File: src/rtl/slave_addr_match_pkg.sv
package slave_addr_match_pkg;
  typedef struct packed {
    logic loadAddr;
    logic capture;
    logic clearMatch;
    logic setRel;
    logic clrRel;
    logic fireIrq;
  } matchStrobes_t;

  typedef enum logic [1:0] {
    IRQ_ON_ADDR    = 2'd0,
    IRQ_ON_WAKE    = 2'd1,
    IRQ_ON_RELEASE = 2'd2
  } irqSource_e;
endpackage

File: src/rtl/slave_addr_match_dp.sv
module slave_addr_match_dp
  import slave_addr_match_pkg::*;
#(
  parameter int ADDR_W = 8
) (
  input  logic              clk,
  input  logic              rst_n,
  input  matchStrobes_t     strobes,
  input  logic [ADDR_W-1:0] addrWrData,
  input  logic [ADDR_W-1:0] rxByte,
  input  logic              maskLsb,
  output logic              hit,
  output logic              matchFlag,
  output logic              releaseFlag,
  output logic              irqPulse
);
  localparam int UPPER_W = ADDR_W - 1;

  logic [ADDR_W-1:0] ownAddr;
  logic upperEq;
  logic lsbEq;

  assign upperEq = (rxByte[ADDR_W-1:1] == ownAddr[ADDR_W-1:1]);
  assign lsbEq   = (rxByte[0] == ownAddr[0]);
  assign hit     = upperEq && (maskLsb || lsbEq);

  always_ff @(posedge clk) begin
    if (!rst_n) begin
      ownAddr     <= '0;
      matchFlag   <= 1'b0;
      releaseFlag <= 1'b0;
      irqPulse    <= 1'b0;
    end else begin
      if (strobes.loadAddr) ownAddr <= addrWrData;
      if (strobes.clearMatch)   matchFlag <= 1'b0;
      else if (strobes.capture) matchFlag <= hit;
      if (strobes.setRel)      releaseFlag <= 1'b1;
      else if (strobes.clrRel) releaseFlag <= 1'b0;
      irqPulse <= strobes.fireIrq;
    end
  end

  logic [UPPER_W-1:0] unusedWidth;
  assign unusedWidth = '0;
endmodule

File: src/rtl/slave_addr_match_ctrl.sv
module slave_addr_match_ctrl
  import slave_addr_match_pkg::*;
(
  input  logic          addrWrEn,
  input  logic          addrStrobe,
  input  logic          releaseStrobe,
  input  logic          busMode,
  input  logic          wakeEn,
  input  logic          irqSrcSel,
  input  logic          hit,
  output matchStrobes_t strobes
);
  irqSource_e irqSource;
  logic addrEvent;
  logic relEvent;

  assign addrEvent = busMode && addrStrobe;
  assign relEvent  = busMode && releaseStrobe;

  always_comb begin
    if (irqSrcSel)   irqSource = IRQ_ON_RELEASE;
    else if (wakeEn) irqSource = IRQ_ON_WAKE;
    else             irqSource = IRQ_ON_ADDR;
  end

  always_comb begin
    strobes.loadAddr   = addrWrEn;
    strobes.capture    = addrEvent;
    strobes.clearMatch = !busMode;
    strobes.setRel     = relEvent;
    strobes.clrRel     = addrEvent && !hit && !relEvent;
    case (irqSource)
      IRQ_ON_RELEASE: strobes.fireIrq = relEvent;
      IRQ_ON_WAKE:    strobes.fireIrq = addrEvent && hit;
      default:        strobes.fireIrq = addrEvent;
    endcase
  end
endmodule

File: src/rtl/slave_addr_match.sv
module slave_addr_match
  import slave_addr_match_pkg::*;
#(
  parameter int ADDR_W = 8
) (
  input  logic              clk,
  input  logic              rst_n,
  input  logic              addrWrEn,
  input  logic [ADDR_W-1:0] addrWrData,
  input  logic [ADDR_W-1:0] rxByte,
  input  logic              addrStrobe,
  input  logic              releaseStrobe,
  input  logic              busMode,
  input  logic              maskLsb,
  input  logic              wakeEn,
  input  logic              irqSrcSel,
  output logic              matchFlag,
  output logic              releaseFlag,
  output logic              irqPulse
);
  matchStrobes_t strobes;
  logic hit;

  slave_addr_match_ctrl u_ctrl (
    .addrWrEn      (addrWrEn),
    .addrStrobe    (addrStrobe),
    .releaseStrobe (releaseStrobe),
    .busMode       (busMode),
    .wakeEn        (wakeEn),
    .irqSrcSel     (irqSrcSel),
    .hit           (hit),
    .strobes       (strobes)
  );

  slave_addr_match_dp #(.ADDR_W(ADDR_W)) u_dp (
    .clk         (clk),
    .rst_n       (rst_n),
    .strobes     (strobes),
    .addrWrData  (addrWrData),
    .rxByte      (rxByte),
    .maskLsb     (maskLsb),
    .hit         (hit),
    .matchFlag   (matchFlag),
    .releaseFlag (releaseFlag),
    .irqPulse    (irqPulse)
  );
endmodule

File: config.mk
export PLATFORM = sky130hd
export DESIGN_NAME = slave_addr_match
export DESIGN_NICKNAME = d
export VERILOG_FILES = /design/src/rtl/slave_addr_match_pkg.sv /design/src/rtl/slave_addr_match_dp.sv /design/src/rtl/slave_addr_match_ctrl.sv /design/src/rtl/slave_addr_match.sv
export SDC_FILE = /design/constraint.sdc
export NUM_CORES = 1
export LEC_CHECK = 0
export ABC_AREA = 1
export BUFFER_PORTS_ARGS = -buffer_cell sky130_fd_sc_hd__buf_2
export CAP_MARGIN = 0
export CORE_AREA = 2 2 39 41
export DETAILED_ROUTE_END_ITERATION = 10
export DIE_AREA = 0 0 41 43
export PLACE_DENSITY = 0.79
export SLEW_MARGIN = 10
export SYNTH_ARGS = -nofsm -noshare
export SYNTH_HDL_FRONTEND = slang
export SYNTH_SLANG_ARGS = --single-unit
File: constraint.sdc
create_clock -name clk -period 1.94 [get_ports clk]
set_input_delay 0 -clock clk [delete_from_list [all_inputs] [get_ports clk]]
set_output_delay 0 -clock clk [all_outputs]
set_load 0.05 [all_outputs]
==> impl_metrics.env, run 1 <==
export IMPL_cp_slowest_cell="dfxtp_1"
export IMPL_hold_path_class="input port to flip-flop"
export IMPL_diodes=0
export IMPL_p_int_uw=364.5
export IMPL_synthCells=85
export IMPL_reg2reg_from="u_dp.ownAddr[1]$_SDFFE_PN0P_"
export IMPL_top_layer_used="met4"
export IMPL_drtPass1Iterations=4
export IMPL_syn_nets=110
export IMPL_comb_power_share_pct=19.8
export IMPL_die_width_um=41
export IMPL_track_usage_pct=18.28
export IMPL_grt_pass1_vias=549
export IMPL_synth_warning_count=0
export IMPL_synth_cell_area_um2=553.0
export IMPL_drc=0
export IMPL_tritoncts="yes"
export IMPL_root_buffer="clkbuf_4"
export IMPL_dr_wl_met3_um=61
export IMPL_cp_max_fo=2
export IMPL_cp_num_buf_inv=1
export IMPL_finalHoldViolCount=0
export IMPL_ant_nets=0
export IMPL_crit_top_cell="nand2_1"
export IMPL_powerDensity_nw_per_um2=671.2
export IMPL_clkPwrFrac_pct=31.3
export IMPL_ys_ff_latch=11
export IMPL_via_per_inst=4.519
export IMPL_switching_share_pct=28.14
export IMPL_placed_cells=126
export IMPL_io_pins=28
export IMPL_final_nets=143
export IMPL_antenna_found_initial=0
export IMPL_wire_per_inst_um=9.692
export IMPL_fmaxAchievable_ghz=0.9323
export IMPL_status="completed"
export IMPL_grt_pass1_wl_mm=2.104
export IMPL_crit_path_start_kind="flip-flop"
export IMPL_r2r_setup_slack_ns=0.87
export IMPL_num_rows=14
export IMPL_avgSynthCellArea_um2=6.506
export IMPL_final_common_cell="buf_2"
export IMPL_fp_dieH_um=43
export IMPL_cts_buffers=3
export IMPL_vias=601
export IMPL_dieArea_um2=1763
export IMPL_final_cell_mix="buf_2, nand2_1, inv_1, dfxtp_1, o21ai_0"
export IMPL_end_kind="flip-flop"
export IMPL_wl_mm=1.289
export IMPL_worst_path_dominant_cell_family="simple AND/OR/NAND/NOR gates"
export IMPL_hold_buffers=3
export IMPL_leakagePower_uw=0.0004108
export IMPL_rr_endpoint="u_dp.releaseFlag$_SDFFE_PN0P_"
export IMPL_crit_required_ns=2.15
export IMPL_cts_repair_resized=0
export IMPL_path_clk_slew_ns=0.07
export IMPL_slew_headroom_pct=78.83
export IMPL_r2r_cells=9
export IMPL_worst_pin_slew_ns=0.3172
export IMPL_cts_sink_count=11
export IMPL_gp_congestion=0.8548
export IMPL_h_tree_depth=1
export IMPL_seq_power_share_pct=48.9
export IMPL_fin_crit_sh_pct=55.29
export IMPL_core_um2=1384
export IMPL_fin_tns_setup_ns=0
export IMPL_drive_gt1_share_pct=30.77
export IMPL_drt_initial_drc_count=5
export IMPL_min_period_ns=1.073
export IMPL_rsz0062_at_grt="false"
export IMPL_n_fill_cell=133
export IMPL_cp_depth=9
export IMPL_postCtsSetupRepairBufs=0
export IMPL_clkLatencyLatePin_ns=0.27
export IMPL_netSwitchingPower_uw=142.7
export IMPL_cp_cell_sequence="inv_2, nand2_1, nand2_1, nand2_1, nor2_2, nand3_1, nand2_1, nand2_1, a21oi_2"
export IMPL_syn_to_final_growth_pct=36.65
export IMPL_synth_seq_area_share_pct=39.82
export IMPL_slew_violations=0
export IMPL_ir_drop_mv=0.4370
export IMPL_finClkSkew_ns=0.001355
export IMPL_grt_overflow=0
export IMPL_criticalPathCategory="flip-flop to flip-flop"
export IMPL_grt_start_max_net_pins=14
export IMPL_dr_wl_met2_um=704
export IMPL_start_util_pct=39.96
export IMPL_fin_cells=133
export IMPL_place_port_buffers=27
export IMPL_cp_startpoint="u_dp.ownAddr[1]$_SDFFE_PN0P_"
export IMPL_wl_met1_um=484
export IMPL_netlist_cell_type_count=17
export IMPL_cap_violations=0
export IMPL_arrival_ns=1.28
export IMPL_setup_viol=0
export IMPL_clock_path_buffers=2
export IMPL_crit_end="u_dp.releaseFlag$_SDFFE_PN0P_"
export IMPL_hpwl_um=975.3
export IMPL_max_stage_delay_ns=0.32
## worst min-delay path by stage
stage                                               end  cells after the start  slack (ns)           from
final                      u_dp.ownAddr[3]$_SDFFE_PN0P_                      3       0.006  addrWrData[3]
after global routing       u_dp.ownAddr[3]$_SDFFE_PN0P_                      3        0.01  addrWrData[3]
after floorplan            u_dp.ownAddr[5]$_SDFFE_PN0P_                      2        0.13  addrWrData[5]
after global placement     u_dp.ownAddr[7]$_SDFFE_PN0P_                      3        0.22  addrWrData[7]
after CTS                 u_dp.releaseFlag$_SDFFE_PN0P_                      3       0.004  releaseStrobe
after detailed placement   u_dp.ownAddr[0]$_SDFFE_PN0P_                      3        0.23  addrWrData[0]
## worst min-delay path, delay by kind of cell
kind | cells | cell delay [ns]
AOI/OAI and AO/OA | 2 | 0.17
buffers and inverters | 1 | 0.07
## synth_stat cells
library cell  instances  share of area, %
nand2_1              24                16
dfxtp_1              11                40
inv_1                11               7.5
o21ai_0               9               8.1
a21oi_1               7               6.3
nor2_1                7               4.8
inv_2                 3               2.0
nand3_1               3               2.7
nor2_2                2               2.3
a21oi_2               1               1.6
buf_2                 1              0.90
clkbuf_1              1              0.68
nand4_1               1               1.1
nor3b_1               1               1.4
o211ai_1              1               1.4
xnor2_1               1               1.6
xor2_1                1               1.6
## power groups by stage
stage	Sequential, uW	Combinational [uW]	Clock (uW)
2_1_floorplan	263	48.1	0
3_3_place_gp	253	93.2	0
3_5_place_dp	254	95.8	0
4_1_cts	248	101	162
5_1_grt	250	113	169
6_report	248	100	159
## state kept, by name (all words and copies together) (netlist names)
signal,flops
u_dp.irqPulse,1
u_dp.matchFlag,1
u_dp.ownAddr,8
u_dp.releaseFlag,1
## through the flow
step                      utilization [%]  power [uW]  setup slack, ns  hold slack [ns]  cell area [um2]
after floorplan                         -       310.9           0.9759           0.1349            553.0
after global placement              50.54       346.1           0.9414           0.2223            699.4
after detailed placement            50.54       349.5           0.8810           0.2283            699.4
after CTS                           54.61       511.3           0.8570         0.004459            755.7
after global routing                54.61       532.1           0.7400          0.01140            755.7
final                               54.61       507.3           0.8674         0.005652            755.7
## kinds of logic after synthesis
family	after synthesis	synth area share (%)
AO/OA/AOI/OAI	18	17.42
XOR/XNOR	2	3.168
buffers and inverters	16	11.08
flip-flops	11	39.82
AND/OR/NAND/NOR	38	28.51
## area by class of cell
type                    count  area [um2]  area share [%]
multi-input cells          58       271.5           35.93
flip-flops and latches     11       220.2           29.14
repair buffers             30       165.2           21.85
inverters                  14       52.55           6.954
clock buffers               4       26.28           3.477
well taps                  16       20.02           2.649
## metal layers
layer | global-route usage [%] | up-vias
met3 | 4.712 | 4
met4 | 12.00 | 0
met5 | 0 | -
met1 | 19.02 | 253
li1 | - | 329
met2 | 30.00 | 15
Note: power is estimated with default switching activity, not from simulation.
==> run 2: changes to the inputs <==
- CORE_AREA: 2 2 39 41 -> default
- CORE_UTILIZATION: default -> 42
- DIE_AREA: 0 0 41 43 -> default
- PLACE_DENSITY: 0.79 -> 0.8
- clock period: 1.94 -> 1 ns (I/O delays scaled with it)
==> impl_metrics.env, run 2 (synthesis gave the netlist of run 1 again) <==
export IMPL_status="finished with violations"
export IMPL_violations="negative hold slack, negative setup slack"
export IMPL_cap_violations=0
export IMPL_via_per_inst=4.629
export IMPL_criticalPathCategory="flip-flop to flip-flop"
export IMPL_finClkSkew_ns=0.01257
export IMPL_wire_per_inst_um=9.356
export IMPL_fin_hold_ws_ns=-0.004975
export IMPL_cts_sink_count=11
export IMPL_fin_crit_sh_pct=104.6
export IMPL_cts_buffers=3
export IMPL_clock_path_buffers=2
export IMPL_syn_to_final_growth_pct=39.82
export IMPL_num_rows=12
export IMPL_tritoncts="yes"
export IMPL_clkLatencyLatePin_ns=0.29
export IMPL_slew_violations=0
export IMPL_largest_register="u_dp.ownAddr"
export IMPL_powerDensity_nw_per_um2=1296
export IMPL_final_area_um2=773.2
export IMPL_r2r_cells=9
export IMPL_fin_tns_setup_ns=-0.04873
export IMPL_crit_path_start_kind="flip-flop"
export IMPL_slew_headroom_pct=78.22
export IMPL_postCtsSetupRepairBufs=0
export IMPL_vias=611
export IMPL_cp_max_fo=2
export IMPL_max_stage_delay_ns=0.33
export IMPL_path_clk_slew_ns=0.08
export IMPL_ant_nets=0
export IMPL_antenna_found_initial=0
export IMPL_die_width_um=38.29
export IMPL_reg2reg_from="u_dp.ownAddr[6]$_SDFFE_PN0P_"
export IMPL_leakagePower_uw=0.0004178
export IMPL_cp_startpoint="u_dp.ownAddr[6]$_SDFFE_PN0P_"
export IMPL_hpwl_um=882.7
export IMPL_finalHoldViolCount=1
export IMPL_cp_slowest_cell="dfxtp_2"
export IMPL_cp_cell_sequence="inv_2, nand2_1, nand2_1, nand2_1, nor2_2, nand3_2, nand2_1, nand2_1, a21oi_2"
export IMPL_power_uw=1002
export IMPL_dieArea_um2=1466
export IMPL_final_cell_mix="buf_2, nand2_1, inv_1, o21ai_0, dfxtp_1"
export IMPL_io_pins=28
export IMPL_crit_required_ns=1.21
export IMPL_drt_initial_drc_count=13
export IMPL_drive_gt1_share_pct=35.59
export IMPL_crit_top_cell="nand2_1"
export IMPL_end_kind="flip-flop"
export IMPL_grt_pass1_vias=501
export IMPL_grt_overflow=0
export IMPL_core_um2=1171
export IMPL_min_period_ns=1.046
export IMPL_rr_endpoint="u_dp.releaseFlag$_SDFFE_PN0P_"
export IMPL_track_usage_pct=19.66
export IMPL_final_common_cell="buf_2"
export IMPL_rsz0062_at_grt="true"
export IMPL_fp_dieH_um=38.29
export IMPL_placed_area_um2=696.9
export IMPL_hold_path_class="input port to flip-flop"
export IMPL_drc=0
export IMPL_gp_congestion=0.7278
export IMPL_grt_start_max_net_pins=14
export IMPL_fmaxAchievable_ghz=0.9558
export IMPL_wl_mm=1.235
export IMPL_n_fill_cell=109
export IMPL_arrival_ns=1.26
export IMPL_diodes=0
export IMPL_dp_slack_ns=-0.03486
export IMPL_start_util_pct=47.22
export IMPL_drtPass1Iterations=4
export IMPL_grt_pass1_wl_mm=1.863
export IMPL_ir_drop_mv=1.028
export IMPL_fin_ws_ns=-0.04627
export IMPL_setup_viol=2
export IMPL_place_port_buffers=27
export IMPL_r2r_setup_slack_ns=-0.05
export IMPL_worst_pin_slew_ns=0.3233
export IMPL_h_tree_depth=1
export IMPL_largest_reg_flops=8
export IMPL_root_buffer="clkbuf_4"
export IMPL_crit_end="u_dp.releaseFlag$_SDFFE_PN0P_"
export IMPL_final_nets=144
run 2: cell count changes in the layout (fill, tap and decap cells not counted):
cell / before / now
dfxtp_1: 11 / 8
dfxtp_2: 0 / 3
clkbuf_1: 1 / 0
clkinv_2: 0 / 1
dlygate4sd3_1: 3 / 4
inv_1: 11 / 10
inv_2: 3 / 4
nand3_1: 3 / 2
nand3_2: 0 / 1
run 2: timing repair:
action,CTS,global route
endpoints found under the setup margin,1,3
gates cloned,0,0
pin swaps,0,2
gates resized for setup,4,1
endpoints found under the hold margin,4,0
hold buffers,4,0
run 2: layer usage:
metal | vias up | global-route usage [%] | share of wire, %
met5 | - | 0 | 0
met4 | 0 | 10.71 | 2.3
met3 | 4 | 8.721 | 6.8
met2 | 18 | 33.05 | 48
met1 | 258 | 20.07 | 42
li1 | 331 | - | -
run 2: worst max-delay path, delay by kind of cell (launching register included):
kind / cells / cell delay [ns]
buf+inv: 1 / 0.05
simple gates: 7 / 0.48
compound gates: 1 / 0.10
flops: 1 / 0.33
run 2: stage by stage:
stage / util, % / instances / hold WS, ns
after detailed placement: 59.51 / 124 / 0.2333
after global placement: 59.51 / 124 / 0.2213
after floorplan: - / 85 / 0.1349
after global routing: 66.03 / 132 / 0.007584
final: 66.03 / 132 / -0.004975
after CTS: 65.60 / 132 / 0.002641
run 2: worst min path at each step:
stage                        startpoint                       endpoint  slack (ns)  cells past startpoint
after CTS                 addrWrData[2]   u_dp.ownAddr[2]$_SDFFE_PN0P_       0.003                      3
after global routing      releaseStrobe  u_dp.releaseFlag$_SDFFE_PN0P_       0.008                      3
final                     addrWrData[2]   u_dp.ownAddr[2]$_SDFFE_PN0P_      -0.005                      3
after detailed placement  addrWrData[0]   u_dp.ownAddr[0]$_SDFFE_PN0P_        0.23                      3
after floorplan           addrWrData[5]   u_dp.ownAddr[5]$_SDFFE_PN0P_        0.13                      2
after global placement    addrWrData[7]   u_dp.ownAddr[7]$_SDFFE_PN0P_        0.22                      3
run 2: where the power goes:
group	total (uW)	switching, uW	internal (uW)
Sequential	484	15.8	468
Clock	319	170	149
Combinational	199	110	89.2
Total	1000	296	706
run 2: layout make-up:
type / instances / area (um2) / share of cell area (%)
well taps: 14 / 17.52 / 2.265
inverters: 14 / 52.55 / 6.796
clock buffers: 3 / 22.52 / 2.913
repair buffers: 31 / 175.2 / 22.65
flip-flops and latches: 11 / 224.0 / 28.96
multi-input cells: 58 / 276.5 / 35.76
clock inverters: 1 / 5.005 / 0.6472
